===== src/rtl/zbt_pkg.sv =====
package zbt_pkg;

    localparam int LANES     = 4;
    localparam int LANE_BITS = 8;
    localparam int DATA_BITS = LANES * LANE_BITS;
    localparam int WORD_BITS = DATA_BITS + LANES;
    localparam int BURST_LG  = 2;

    typedef logic [WORD_BITS-1:0] word_t;
    typedef logic [LANES-1:0]     be_t;

    typedef struct packed {
        logic valid;
        logic rd;
        be_t  be;
    } op_ctl_t;

    // overlay the enabled lanes (data byte plus its parity bit) of nw onto old
    function automatic word_t lane_merge(word_t old, word_t nw, be_t be);
        word_t r;
        r = old;
        for (int i = 0; i < LANES; i++) begin
            if (be[i]) begin
                r[i*LANE_BITS +: LANE_BITS] = nw[i*LANE_BITS +: LANE_BITS];
                r[DATA_BITS + i]            = nw[DATA_BITS + i];
            end
        end
        return r;
    endfunction

endpackage


===== src/rtl/zbt_addr_gen.sv =====
module zbt_addr_gen
    import zbt_pkg::*;
#(
    parameter int ADDR_W = 4
) (
    input  logic              clk,
    input  logic              rst,
    input  logic              en,
    input  logic              sel_ok,
    input  logic              rd_wr,
    input  logic              adv_ld,
    input  logic [ADDR_W-1:0] addr,
    input  be_t               be,
    output op_ctl_t           op_ctl,
    output logic [ADDR_W-1:0] op_addr
);

    localparam int BL = BURST_LG;

    logic              b_act;
    logic              b_rd;
    logic [ADDR_W-1:0] b_base;
    logic [BL-1:0]     b_cnt;
    logic [BL-1:0]     b_off;

    assign b_off = b_base[BL-1:0] + b_cnt + {{(BL-1){1'b0}}, 1'b1};

    always_comb begin
        op_ctl.be = be;
        if (!adv_ld) begin
            op_ctl.valid = sel_ok;
            op_ctl.rd    = rd_wr;
            op_addr      = addr;
        end else begin
            op_ctl.valid = b_act;
            op_ctl.rd    = b_rd;
            op_addr      = {b_base[ADDR_W-1:BL], b_off};
        end
    end

    always_ff @(posedge clk) begin
        if (rst) begin
            b_act  <= 1'b0;
            b_rd   <= 1'b0;
            b_base <= '0;
            b_cnt  <= '0;
        end else if (en) begin
            if (!adv_ld) begin
                b_act  <= sel_ok;
                b_rd   <= rd_wr;
                b_base <= addr;
                b_cnt  <= '0;
            end else if (b_act) begin
                b_cnt  <= b_cnt + {{(BL-1){1'b0}}, 1'b1};
            end
        end
    end

endmodule


===== src/rtl/zbt_array.sv =====
module zbt_array
    import zbt_pkg::*;
#(
    parameter int ADDR_W = 4
) (
    input  logic              clk,
    input  logic              we,
    input  logic [ADDR_W-1:0] waddr,
    input  word_t             wdata,
    input  be_t               wbe,
    input  logic [ADDR_W-1:0] raddr,
    output word_t             rdata
);

    localparam int DEPTH = 1 << ADDR_W;

    word_t mem [DEPTH];

    assign rdata = mem[raddr];

    always_ff @(posedge clk) begin
        if (we) begin
            mem[waddr] <= lane_merge(mem[waddr], wdata, wbe);
        end
    end

endmodule


===== src/rtl/zbt_pipe.sv =====
module zbt_pipe
    import zbt_pkg::*;
#(
    parameter int ADDR_W = 4
) (
    input  logic              clk,
    input  logic              rst,
    input  logic              en,
    input  op_ctl_t           in_ctl,
    input  logic [ADDR_W-1:0] in_addr,
    input  word_t             bus_wdata,
    input  word_t             arr_rdata,
    output logic [ADDR_W-1:0] arr_raddr,
    output logic              arr_we,
    output logic [ADDR_W-1:0] arr_waddr,
    output word_t             arr_wdata,
    output be_t               arr_wbe,
    output logic              ph_rd,
    output word_t             ph_word
);

    // address stage, data-phase stage, and the late-write buffer
    op_ctl_t           s1_ctl, s2_ctl;
    logic [ADDR_W-1:0] s1_addr, s2_addr;
    logic              wb_v;
    logic [ADDR_W-1:0] wb_addr;
    word_t             wb_data;
    be_t               wb_be;
    word_t             rd_hold;
    word_t             fwd;

    assign arr_raddr = s1_addr;
    assign arr_we    = en && wb_v;
    assign arr_waddr = wb_addr;
    assign arr_wdata = wb_data;
    assign arr_wbe   = wb_be;
    assign ph_rd     = s2_ctl.valid && s2_ctl.rd;
    assign ph_word   = rd_hold;

    // array content, then the buffered write (older), then the write in its data phase
    always_comb begin
        fwd = arr_rdata;
        if (wb_v && wb_addr == s1_addr) begin
            fwd = lane_merge(fwd, wb_data, wb_be);
        end
        if (s2_ctl.valid && !s2_ctl.rd && s2_addr == s1_addr) begin
            fwd = lane_merge(fwd, bus_wdata, s2_ctl.be);
        end
    end

    always_ff @(posedge clk) begin
        if (rst) begin
            s1_ctl  <= '0;
            s2_ctl  <= '0;
            s1_addr <= '0;
            s2_addr <= '0;
            wb_v    <= 1'b0;
            wb_addr <= '0;
            wb_data <= '0;
            wb_be   <= '0;
            rd_hold <= '0;
        end else if (en) begin
            s1_ctl  <= in_ctl;
            s1_addr <= in_addr;
            s2_ctl  <= s1_ctl;
            s2_addr <= s1_addr;
            if (s1_ctl.valid && s1_ctl.rd) begin
                rd_hold <= fwd;
            end
            wb_v    <= s2_ctl.valid && !s2_ctl.rd;
            wb_addr <= s2_addr;
            wb_data <= bus_wdata;
            wb_be   <= s2_ctl.be;
        end
    end

endmodule


===== src/rtl/zbt_mem_top.sv =====
module zbt_mem_top
    import zbt_pkg::*;
#(
    parameter int ADDR_W = 4
) (
    input  logic              clk,
    input  logic              rst,
    input  logic              clk_en,
    input  logic              sel0,
    input  logic              sel1,
    input  logic              sel2_n,
    input  logic              rd_wr,
    input  logic              adv_ld,
    input  logic [LANES-1:0]  byte_we,
    input  logic [ADDR_W-1:0] addr,
    input  logic [WORD_BITS-1:0] wdata,
    input  logic              out_en,
    output logic [WORD_BITS-1:0] rdata,
    output logic              rvalid
);

    logic              sel_ok;
    op_ctl_t           op_ctl;
    logic [ADDR_W-1:0] op_addr;
    logic [ADDR_W-1:0] arr_raddr, arr_waddr;
    word_t             arr_rdata, arr_wdata;
    be_t               arr_wbe;
    logic              arr_we;
    logic              ph_rd;
    word_t             ph_word;
    word_t             q_word;
    logic              q_valid;

    assign sel_ok = sel0 && sel1 && !sel2_n;

    zbt_addr_gen #(.ADDR_W(ADDR_W)) u_agen (
        .clk     (clk),
        .rst     (rst),
        .en      (clk_en),
        .sel_ok  (sel_ok),
        .rd_wr   (rd_wr),
        .adv_ld  (adv_ld),
        .addr    (addr),
        .be      (byte_we),
        .op_ctl  (op_ctl),
        .op_addr (op_addr)
    );

    zbt_pipe #(.ADDR_W(ADDR_W)) u_pipe (
        .clk       (clk),
        .rst       (rst),
        .en        (clk_en),
        .in_ctl    (op_ctl),
        .in_addr   (op_addr),
        .bus_wdata (wdata),
        .arr_rdata (arr_rdata),
        .arr_raddr (arr_raddr),
        .arr_we    (arr_we),
        .arr_waddr (arr_waddr),
        .arr_wdata (arr_wdata),
        .arr_wbe   (arr_wbe),
        .ph_rd     (ph_rd),
        .ph_word   (ph_word)
    );

    zbt_array #(.ADDR_W(ADDR_W)) u_array (
        .clk   (clk),
        .we    (arr_we),
        .waddr (arr_waddr),
        .wdata (arr_wdata),
        .wbe   (arr_wbe),
        .raddr (arr_raddr),
        .rdata (arr_rdata)
    );

    always_ff @(posedge clk) begin
        if (rst) begin
            q_word  <= '0;
            q_valid <= 1'b0;
        end else if (clk_en) begin
            q_valid <= ph_rd;
            q_word  <= ph_rd ? ph_word : '0;
        end
    end

    assign rdata  = out_en ? q_word : '0;
    assign rvalid = q_valid;

endmodule


===== config.mk =====
export PLATFORM = sky130hd
export DESIGN_NAME = zbt_mem_top
export DESIGN_NICKNAME = d
export VERILOG_FILES = /design/src/rtl/zbt_pkg.sv /design/src/rtl/zbt_addr_gen.sv /design/src/rtl/zbt_array.sv /design/src/rtl/zbt_pipe.sv /design/src/rtl/zbt_mem_top.sv
export SDC_FILE = /design/constraint.sdc
export NUM_CORES = 1
export LEC_CHECK = 0
export BUFFER_PORTS_ARGS = -buffer_cell sky130_fd_sc_hd__buf_2
export CORE_ASPECT_RATIO = 1.1
export CORE_MARGIN = 2
export CORE_UTILIZATION = 40
export DETAILED_ROUTE_END_ITERATION = 6
export PLACE_DENSITY = 0.55
export SYNTH_ARGS = -nofsm -noshare
export SYNTH_HDL_FRONTEND = slang
export SYNTH_SLANG_ARGS = --single-unit

===== constraint.sdc =====
create_clock -name clk -period 2.3 [get_ports clk]
set_clock_uncertainty 0.2 [all_clocks]
set_input_delay 0.575 -clock clk [delete_from_list [all_inputs] [get_ports clk]]
set_output_delay 0.575 -clock clk [all_outputs]
set_load 0.03 [all_outputs]

# == Yosys cells after proc, flatten, opt, wreduce, memory -nomap -nowiden ==
# Memories as Yosys holds them, arrays and structs flattened. A register that Yosys moved wholly into a read port is not among the register bits.
# Index checks and enable logic that the tools add are counted.
# classes
addsub,3
multipliers,0
n_div,0
magnitude_cmp,0
n_eq_ne,7
shifts,0
n_mux,44
bitwise,1
n_reduce_logical,17
# ops
cell,n
$mux 36,4
$mux 8,16
$mux 1,18
$reduce_and 2->1,7
$mux 4,3
$eq 4x4->1,2
$logic_and 1x1->1,8
$ne 2x2->1 const B,4
$mux 2,3
$add 2x1->2 const B,2
$add 2x2->2,1
$logic_not 1->1,2
$ne 2x1->1 const B,1
$not 1->1,1
# word_totals
regBits,146
latch_bits,0
mem_bits_rw,576
mem_bits_ro,0
inputBits,53
output_inout_bits,37
wordCells,92
mem_count,1
# memory_table
name,depth,word_bits,rd,rd_ports_with_merged_regs,write_ports,line_no,text
u_array.mem,16,36,1,1,1,zbt_array.sv:17,word_t mem [DEPTH];

# == Logic depth before layout (Yosys ltp) ==
# Gate-level depths: netlist (run 1).
# logic_depth
word_depth,5
mapped_depth,8
depth_no_buf,7

# == Modules after synthesis ==
# From an unflattened synthesis (run 1), not the netlist that was laid out.
# unflattened
hier_cells,1664
area_unflattened_um2,28363.5
# modules_own_cells
mod,n_inst,cells_per_inst,area_each_um2,seq_area_each_um2
zbt_array,1,973,21861.0,17296.6
zbt_pipe,1,437,4357.9,2021.9
zbt_mem_top,1,204,1694.1,740.7
zbt_addr_gen,1,50,450.4,160.2

# == Worst setup path before layout (run 1) ==
# No wires, ideal clock.
# synth_path
path_type,input port to flip-flop
start,input port clk_en
end,"memory u_array.mem[10][16] (netlist name), enable pin"
setup_time_ps,374
arrival_time_ps,1885
t_required_ps,1726
path_slack_ps,-159
cell_stages,5
path_buffers,3
cell_sequence,clkbuf_1 -> clkbuf_1 -> nand3_1 -> clkbuf_1 -> nor2_1
# synth_between
elab_chain_len,4
elab_cells_between_ends,5
cone_classes,1 x eq/ne; 2 x mux; 2 x reduce/logical
# synth_lines
item,line_no,text
from (decl),zbt_mem_top.sv:8,"input logic clk_en,"
$logic_and 1x1->1 *,zbt_pipe.sv:33,assign arr_we = en && wb_v;
$mux 1,zbt_array.sv:22,if (we) begin
$mux 1 (implied by the code),zbt_array.sv:23,"mem[waddr] <= lane_merge(mem[waddr], wdata, wbe);"
$reduce_and 2->1 (no line) *,-,
to (decl),zbt_array.sv:17,
# Every way passes the cells marked *; elsewhere a longest branch is shown, timed or not.

==> impl_metrics.toml, run 1 <==
[timing]
hold_viol_final = 0
max_freq_mhz = 443
worst_slew_pin_slew_ns = 0.736
setup_ws_ns = 0.0451
report.final.slew_viol_count = 0
fin_crit_ns = 2.25
grt_setup_unrepaired = "true"
finalCritPeriodShare_pct = 98.0
maxSlewHeadroom_pct = 50.9
setup_viol = 0

[placement]
dp_slack_ns = -0.0939
hpwlAfterDp_um = 51300
place.gp.congestion = 0.819
dp.cells = 2932
port_buffers = 89
placed_area_sq_um = 32300

[worst_hold_path]
hold_class = "input port to flop"
min_delay_worst_endpoint = "u_pipe.arr_wdata[3]"
worstHoldStart = "wdata[3]"
hold_path_depth = 3

[floorplanning]
dieWidth_um = 260
dieArea_sq_um = 74000
start_util_pct = 40.3
die_h_um = 285
io_pins = 90
coreArea_sq_um = 71400
rows = 103

[yosys]
async_flop_share_pct = 0
ys.flop_type = "edfxtp_1"
synth_common_cells = "576 x edfxtp_1, 254 x nor2_1, 211 x mux2i_1, 150 x dfxtp_1, 72 x mux4_2"
synth_top_area_cell = "edfxtp_1"
synth_fa_ha_area_share_pct = 0.0435
syn_avg_cell_area_sq_um = 15.8
synth-seq-cells = 726
yosys-top-cells-area = "edfxtp_1 60%, dfxtp_1 10%, mux2i_1 7.3%"
netlist_area_sq_um = 28700
synth_top_family_by_area = "multiplexers"
ys_seq_area_share_pct = 70.6
synthMuxAreaShare_pct = 13.0
synth_fp_nets = 1873
synth_compound_area_share_pct = 7.65
yosys.area_share.xor_xnor_pct = 0.305
synth_edf_count = 576
synth-simple-area-share_pct = 5.99
netlist_instances = 1819
yosys_warnings = 0
ys_types = 44
synth_top_area_share_pct = 60.2
yosysMostFrequentCell = "edfxtp_1"

[finish]
final_util_pct = 49.1
drive_above_1_share_pct = 26.2
syn_to_final_growth_pct = 22.1
design_area_sq_um = 35100
num-nets-final = 2142
final_cells = 3094

[drt]
wirelength_um = 75500
drc_errors = 0
num_vias = 16800
avgRoutedWirePerCell_um = 24.4
first_pass_iters = 5
viasPerCell = 5.43
drtIter0Drc = 1449
ant_nets = 0

[critical_path]
crit_type = "flop to flop"
cp.required_ns = 2.62
crit_path_end_kind = "flop"
cp_data_arrival_time_ns = 2.57
r2r_slack_ns = 0.05
start_kind = "flop"
r2r_cells = 7
critPathMaxFanout = 12
rr_endpoint = "u_pipe.ph_word[34]"

[clocking]
cts_htree_levels = 3
clk_pin_slew_ns = 0.06
cts_sinks = 726
cts_tree = "built"
cts-root-buf = "clkbuf_16"
cts_buffers = 74
clock_latency_ns = 0.62
clockBufferDepth = 3

[power_and_ir_drop]
p_int_w = 0.0220
powerDensity_nw_per_um2 = 805
swShare_pct = 22.1
ir_drop_mv = 0.566
pwr-share-comb_pct = 6.5
clkPwrFrac_pct = 42.4
p_switching_w = 0.00625
power_leakage_nw = 12.1
seqPwrFrac_pct = 51.1

[global_route]
grt_pass1_vias = 17100
grt.total_usage_pct = 20.5
gr-total-overflow = 0
grt_max_degree = 40
grt_antenna_before_repair = 1
grt_pass1_wl_um = 112000

[outcome]
outcome = "completed"

[flow_run]
cap_viol_max_count = 0
==> power groups by stage <==
| stage | Clock [W] | Combinational (W) | Sequential (W) |
|---|---|---|---|
| floorplan | 0 | 0.00109 | 0.0146 |
| global placement | 0 | 0.00175 | 0.0147 |
| detailed placement | 0 | 0.00177 | 0.0147 |
| CTS | 0.0122 | 0.00180 | 0.0144 |
| global route | 0.0127 | 0.00198 | 0.0145 |
| finish | 0.0120 | 0.00184 | 0.0144 |
==> critical path, stage by stage, from the launching register on <==
cell,delay [ns]
dfxtp_4,0.45
buf_4,0.19
buf_12,0.16
mux2i_1,0.08
a221oi_1,0.63
a21o_1,0.20
a2111oi_4,0.08
a211oi_1,0.16
==> layer usage <==
metal | wire length, um | GRT usage (%)
met4 | 2300 | 7.61
met1 | 32100 | 27.2
met3 | 4100 | 3.40
met2 | 37000 | 33.9
met5 | 0 | 0
==> worst max-delay path by stage <==
stage,end,depth (start not counted)
after floorplan,u_array.mem[13][16],5
after global placement,u_pipe.ph_word[28],7
after detailed placement,u_pipe.ph_word[28],7
after CTS,u_pipe.ph_word[12],7
after global routing,u_pipe.ph_word[15],6
final,u_pipe.ph_word[34],7
==> sequential cells by signal, summed over array words and instances, names as in the netlist, 2 cells and up, named ones only <==
name	cells
u_agen.b_cnt	2
u_pipe.arr_waddr	4
u_pipe.s2_addr	4
u_pipe.arr_wbe	4
u_pipe.ph_word	36
u_pipe.arr_wdata	36
q_word	36
u_pipe.arr_raddr	4
u_pipe.s1_ctl	6
u_array.mem	576
u_agen.b_base	4
u_pipe.s2_ctl	6
==> layout by cell type, fill, tap and decap left out, drive strengths merged, types with 6 or more instances in the layout <==
master / instances
dfxtp: 150
and2: 38
edfxtp: 576
inv: 26
a22oi: 49
nand3: 18
nand2: 40
mux4: 72
xnor2: 6
o21a: 18
nor3: 19
and3: 11
a21oi: 12
a221o: 17
nor2: 255
buf: 288
a221oi: 75
o21ai: 56
clkbuf: 103
mux2i: 211
o221a: 18
clkinv: 30
dlygate4sd3: 15
a21o: 11
nor2b: 6
==> layout make-up <==
cell class | count | area, sq um
Timing Repair Buffer | 306 | 2940
Antenna cell | 1 | 2.50
Clock buffer | 100 | 2070
Fill cell | 6053 | 36300
Multi-Input combinational cell | 955 | 8150
Tap cell | 945 | 1180
Inverter | 25 | 93.8
Clock inverter | 36 | 345
Sequential cell | 726 | 20300
==> metrics by stage <==
stage | power [W] | setup TNS [ns] | hold WS, ns
3_5_place_dp | 0.0165 | -0.545 | 0.283
5_1_grt | 0.0291 | -0.0786 | 0.0350
4_1_cts | 0.0284 | 0 | 0.0000556
6_report | 0.0282 | 0 | 0.0332
2_1_floorplan | 0.0157 | 0 | 0.260
3_3_place_gp | 0.0165 | -0.143 | 0.266
==> kinds of logic (layout without fill, tap and decap cells) <==
family,count (synthesis),after routing
flops,726,726
simple gates,397,397
mux,283,283
compound gates,264,264
buf+inv,138,467
xor+xnor,10,10
fa+ha+maj,1,1
other cells,0,1
==> what timing repair did <==
item | CTS | global route
hold buffers | 15 | 0
resized for setup | 2 | 18
hold endpoints to repair | 15 | 0
setup endpoints to repair | 2 | 37
pin swaps | 0 | 2
gates cloned | 0 | 3
setup buffers | 0 | 7
No activity file was read; power rests on OpenSTA's default activity.
==> inputs of run 2 (changes only) <==
- GPL_TIMING_DRIVEN: unset -> 0
==> run 2 against run 1 <==
  * The flow now finishes with violations (setup timing)
  * Register-to-register slack got worse by 0.26 ns
  * Sequential share of layout area fell by 0.57 points
  * Clock power about the same
  * Global-route usage is 1.7 points higher
  * Critical endpoint is now u_array.mem[5][30]
==> impl_metrics.toml, run 2 (synthesized netlist as in run 1, its figures left out) <==
[outcome]
outcome = "finished, violations left"
violations = "setup timing"

[clocking]
cts_sinks = 726
cts-root-buf = "clkbuf_16"
cts_htree_levels = 3
cts_buffers = 75
clock_latency_ns = 0.62
clockBufferDepth = 3
cts_tree = "built"
clk_pin_slew_ns = 0.06

[drt]
num_vias = 17200
first_pass_iters = 6
ant_nets = 0
wirelength_um = 82700
drc_errors = 0
avgRoutedWirePerCell_um = 27.0
viasPerCell = 5.60
drtIter0Drc = 1311

[global_route]
grt_max_degree = 19
grt_pass1_wl_um = 119000
grt.total_usage_pct = 22.2
grt_pass1_vias = 17300
grt_antenna_before_repair = 0
gr-total-overflow = 0

[critical_path]
crit_path_end_kind = "flop"
critPathMaxFanout = 9
crit_type = "flop to flop"
critPathMaxStageDelay_ns = 0.51
crit_chain = "buf_2, nor2b_1, nand2_1, nor2_4"
critPathTopFamily = "simple AND/OR/NAND/NOR gates"
cp_data_arrival_time_ns = 2.60
worst-path-buf-inv = 1
startpoint = "u_pipe.arr_waddr[2]"
cp_slowest_cell = "nand2_1"
start_kind = "flop"
r2r-start = "u_pipe.arr_waddr[2]"
cp.required_ns = 2.39

[placement]
port_buffers = 87
place.gp.congestion = 0.832
dp.cells = 2851
hpwlAfterDp_um = 58000

[power_and_ir_drop]
ir_drop_mv = 0.415
p_int_w = 0.0221
seqPwrFrac_pct = 50.5
clkPwrFrac_pct = 41.8
powerDensity_nw_per_um2 = 811
power_w = 0.0287
p_switching_w = 0.00664
power_leakage_nw = 11.9
swShare_pct = 23.1
pwr-share-comb_pct = 7.7

[finish]
syn_to_final_growth_pct = 23.3
largest_reg_flops = 576
fillers = 5970
num-nets-final = 2119
final_cell_mix = "576 x edfxtp_1, 192 x mux2i_1, 189 x nor2_1"
final_common_cell = "edfxtp_1"
n_antenna_cell = 0
final_cells = 3065
top_register = "u_array.mem"
drive_above_1_share_pct = 30.0

[floorplanning]
die_h_um = 285
start_util_pct = 40.3
coreArea_sq_um = 71400
dieWidth_um = 260
io_pins = 90
rows = 103
dieArea_sq_um = 74000

[timing]
setup_viol = 255
hold_viol_final = 0
report.final.slew_viol_count = 0
fin_crit_ns = 2.51
max_freq_mhz = 398
finalCritPeriodShare_pct = 109
setup_ws_ns = -0.212
maxSlewHeadroom_pct = 27.3
grt_setup_unrepaired = "true"
worst_slew_pin_slew_ns = 1.09

[worst_hold_path]
worstHoldStart = "wdata[25]"
hold_class = "input port to flop"

[flow_run]
cap_viol_max_count = 0
[run 2: changes by cell type in the layout (fill, tap and decap cells not counted), sizes merged]
cell,delta
clkinv,-2
diode,-1
clkbuf,+42
dlygate4sd3,+1
buf,-74
inv,+3
bufinv,+2
[run 2: path summary, 6_finish.rpt]
path	endpoint	slack (ns)	depth (start not counted)
worst max-delay path	u_array.mem[5][30]	-0.21	4
worst min-delay path	u_pipe.arr_wdata[25]	0.03	3
worst max register to register	u_array.mem[5][30]	-0.21	4
worst min register to register	u_pipe.s1_ctl[2]	0.29	2
[run 2: power by group through the flow]
stage	Combinational (W)	Sequential, W	Clock, W
2_1_floorplan	0.00109	0.0146	0
3_3_place_gp	0.00172	0.0148	0
3_5_place_dp	0.00173	0.0148	0
4_1_cts	0.00205	0.0145	0.0122
5_1_grt	0.00232	0.0145	0.0127
6_report	0.00221	0.0145	0.0120
[run 2: repair_timing]
| action | in CTS | in global routing |
|---|---|---|
| resized for setup | 250 | 111 |
| setup endpoints to repair | 632 | 529 |
| cloned | 3 | 1 |
| pin swaps | 61 | 73 |
| hold endpoints to repair | 16 | 0 |
| hold buffers | 16 | 0 |
| setup buffers | 28 | 37 |
[run 2: worst register-to-register path, delay by kind of cell, from the launching register on]
family        cells  cell delay [ns]
simple gates      3             1.39
flops             1             0.32
buf+inv           1             0.27
[run 2: area by class of cell]
class,count,area [sq um],share of cell area (%)
multi-input cells,955,9020,25.5
flip-flops and latches,726,20300,57.3
clock buffers,93,1980,5.58
clock inverters,39,407,1.15
plain buffers,111,907,2.56
inverters,25,98.8,0.279
repair buffers,171,1530,4.32
well taps,945,1180,3.34
[run 2: layer usage]
metal | global-route usage, % | vias to the layer above | part of all wire, %
met5 | 0 | - | 0
li1 | - | 7584 | -
met2 | 37.8 | 579 | 50
met3 | 3.76 | 141 | 6.0
met1 | 29.0 | 8859 | 41
met4 | 6.78 | 0 | 3.1
[run 2: metrics by stage]
stage | setup slack, ns | setup TNS, ns | instance area, sq um | utilization, % | hold slack [ns]
after floorplan | 0.0233 | 0 | 29100 | - | 0.260
after global placement | -1.06 | -543.95 | 30700 | 43.0 | 0.275
after detailed placement | -1.08 | -557.71 | 30700 | 43.0 | 0.283
after CTS | -0.210 | -33.04 | 34600 | 48.4 | 0.00110
after global routing | -0.241 | -38.37 | 35400 | 49.6 | 0.0270
final | -0.212 | -27.56 | 35400 | 49.6 | 0.0290
==> inputs of run 3 (changes only) <==
- SKIP_CTS_REPAIR_TIMING: unset -> 1
==> run 3 against run 2 <==
  * The flow still finishes with violations (setup timing)
  * Maximum frequency is 3.3% lower
  * Combinational power fell by 3%
  * Die area unchanged
  * Worst setup slack got worse by 0.086 ns
  * Worst hold slack got worse by 0.027 ns
  * First-iteration DRC count grew 13%
  * Sequential power hardly changed
  * Non-clock buffer count down 29
  * Final cell count down 0.95%
  * Clock power about the same
  * Critical path type unchanged
  * Largest power group unchanged
==> impl_metrics.toml, run 3 (synthesized netlist as in run 1, its figures left out) <==
[timing]
finalCritPeriodShare_pct = 113
hold_viol_final = 0
report.final.slew_viol_count = 0
setup_viol = 385
hold_ws_ns = 0.00218
fin_crit_ns = 2.60
grt_setup_unrepaired = "true"
setup_ws_ns = -0.298
finalSetupTns_ns = -54.91
worst_slew_pin_slew_ns = 0.844
maxSlewHeadroom_pct = 43.7
max_freq_mhz = 385

[floorplanning]
coreArea_sq_um = 71400
die_h_um = 285
io_pins = 90
dieWidth_um = 260
dieArea_sq_um = 74000
start_util_pct = 40.3
rows = 103

[clocking]
cts_sinks = 726
cts_htree_levels = 3
cts-root-buf = "clkbuf_16"
clock_latency_ns = 0.62
clockBufferDepth = 3
cts_buffers = 75
clk_pin_slew_ns = 0.06
cts_tree = "built"

[drt]
drc_errors = 0
drt-met1-wl_um = 33600
wirelength_um = 82300
num_vias = 17000
drtIter0Drc = 1477
wl_met3_um = 5260
first_pass_iters = 7
top_layer_used = "met4"
avgRoutedWirePerCell_um = 27.1
route.met2.wl_um = 40900
viasPerCell = 5.60
ant_nets = 0

[critical_path]
start_kind = "flop"
crit_type = "flop to flop"
crit_path_end_kind = "flop"
cp_data_arrival_time_ns = 2.66
critPathMaxFanout = 9
cp.required_ns = 2.36

[outcome]
outcome = "finished, violations left"
violations = "setup timing"

[finish]
num-nets-final = 2090
fillers = 6017
n_antenna_cell = 0
largest_reg_flops = 576
top_register = "u_array.mem"
syn_to_final_growth_pct = 21.9
final_cell_mix = "576 x edfxtp_1, 197 x mux2i_1, 189 x nor2_1"
final_util_pct = 49.1
final_common_cell = "edfxtp_1"
drive_above_1_share_pct = 28.5

[placement]
port_buffers = 87
dp_slack_ns = -1.08
hpwlAfterDp_um = 58000
place.gp.congestion = 0.832

[power_and_ir_drop]
powerDensity_nw_per_um2 = 818
power_w = 0.0287
ir_drop_mv = 0.418
power_leakage_nw = 11.7

[global_route]
grt_antenna_before_repair = 1
grt_max_degree = 19
gr-total-overflow = 0
grt_pass1_wl_um = 116000
grt_pass1_vias = 16700
grt.total_usage_pct = 21.7

[worst_hold_path]
hold_class = "input port to flop"

[flow_run]
cap_viol_max_count = 0
## run 3: power breakdown
part / switching [W] / total (W) / internal [W]
Clock: 0.00510 / 0.0120 / 0.00692
Sequential: 0.000257 / 0.0145 / 0.0142
Combinational: 0.00125 / 0.00215 / 0.000899
## run 3: path summary, 6_finish.rpt
check / from / to / slack (ns) / cells past startpoint
setup / recovery: u_pipe.arr_waddr[3] / u_array.mem[14][16] / -0.30 / 4
hold / removal: byte_we[2] / u_pipe.s1_ctl[2] / 0.002 / 3
setup reg to reg: u_pipe.arr_waddr[3] / u_array.mem[14][16] / -0.30 / 4
hold reg to reg: u_pipe.ph_word[4] / q_word[4] / 0.30 / 2
## run 3: critical path, stage by stage (launching register included)
cell and delay, ns:
dfxtp_1 0.31, buf_2 0.23, nor2b_1 0.36, nand3_1 0.60, nor2_4 0.54
## run 3: through the flow
stage | std cells | cell area [sq um]
after detailed placement | 2851 | 30700
after global placement | 2851 | 30700
after floorplan | 1819 | 29100
after global routing | 3036 | 35000
final | 3036 | 35000
after CTS | 2983 | 33100
## run 3: cell type report
cell class                      instances  area (sq um)  area share [%]
Buffer                                113           951            2.71
Multi-Input combinational cell        955          8890            25.4
Inverter                               25           101           0.289
Clock buffer                           93          1980            5.64
Timing Repair Buffer                  140          1220            3.49
Tap cell                              945          1180            3.37
Sequential cell                       726         20300            58.0
Clock inverter                         39           407            1.16
## run 3: routing by layer
metal | up-vias | GRT usage (%)
li1 | 7522 | -
met1 | 8741 | 28.5
met2 | 604 | 37.0
met3 | 138 | 3.71
met4 | 0 | 6.15
met5 | - | 0
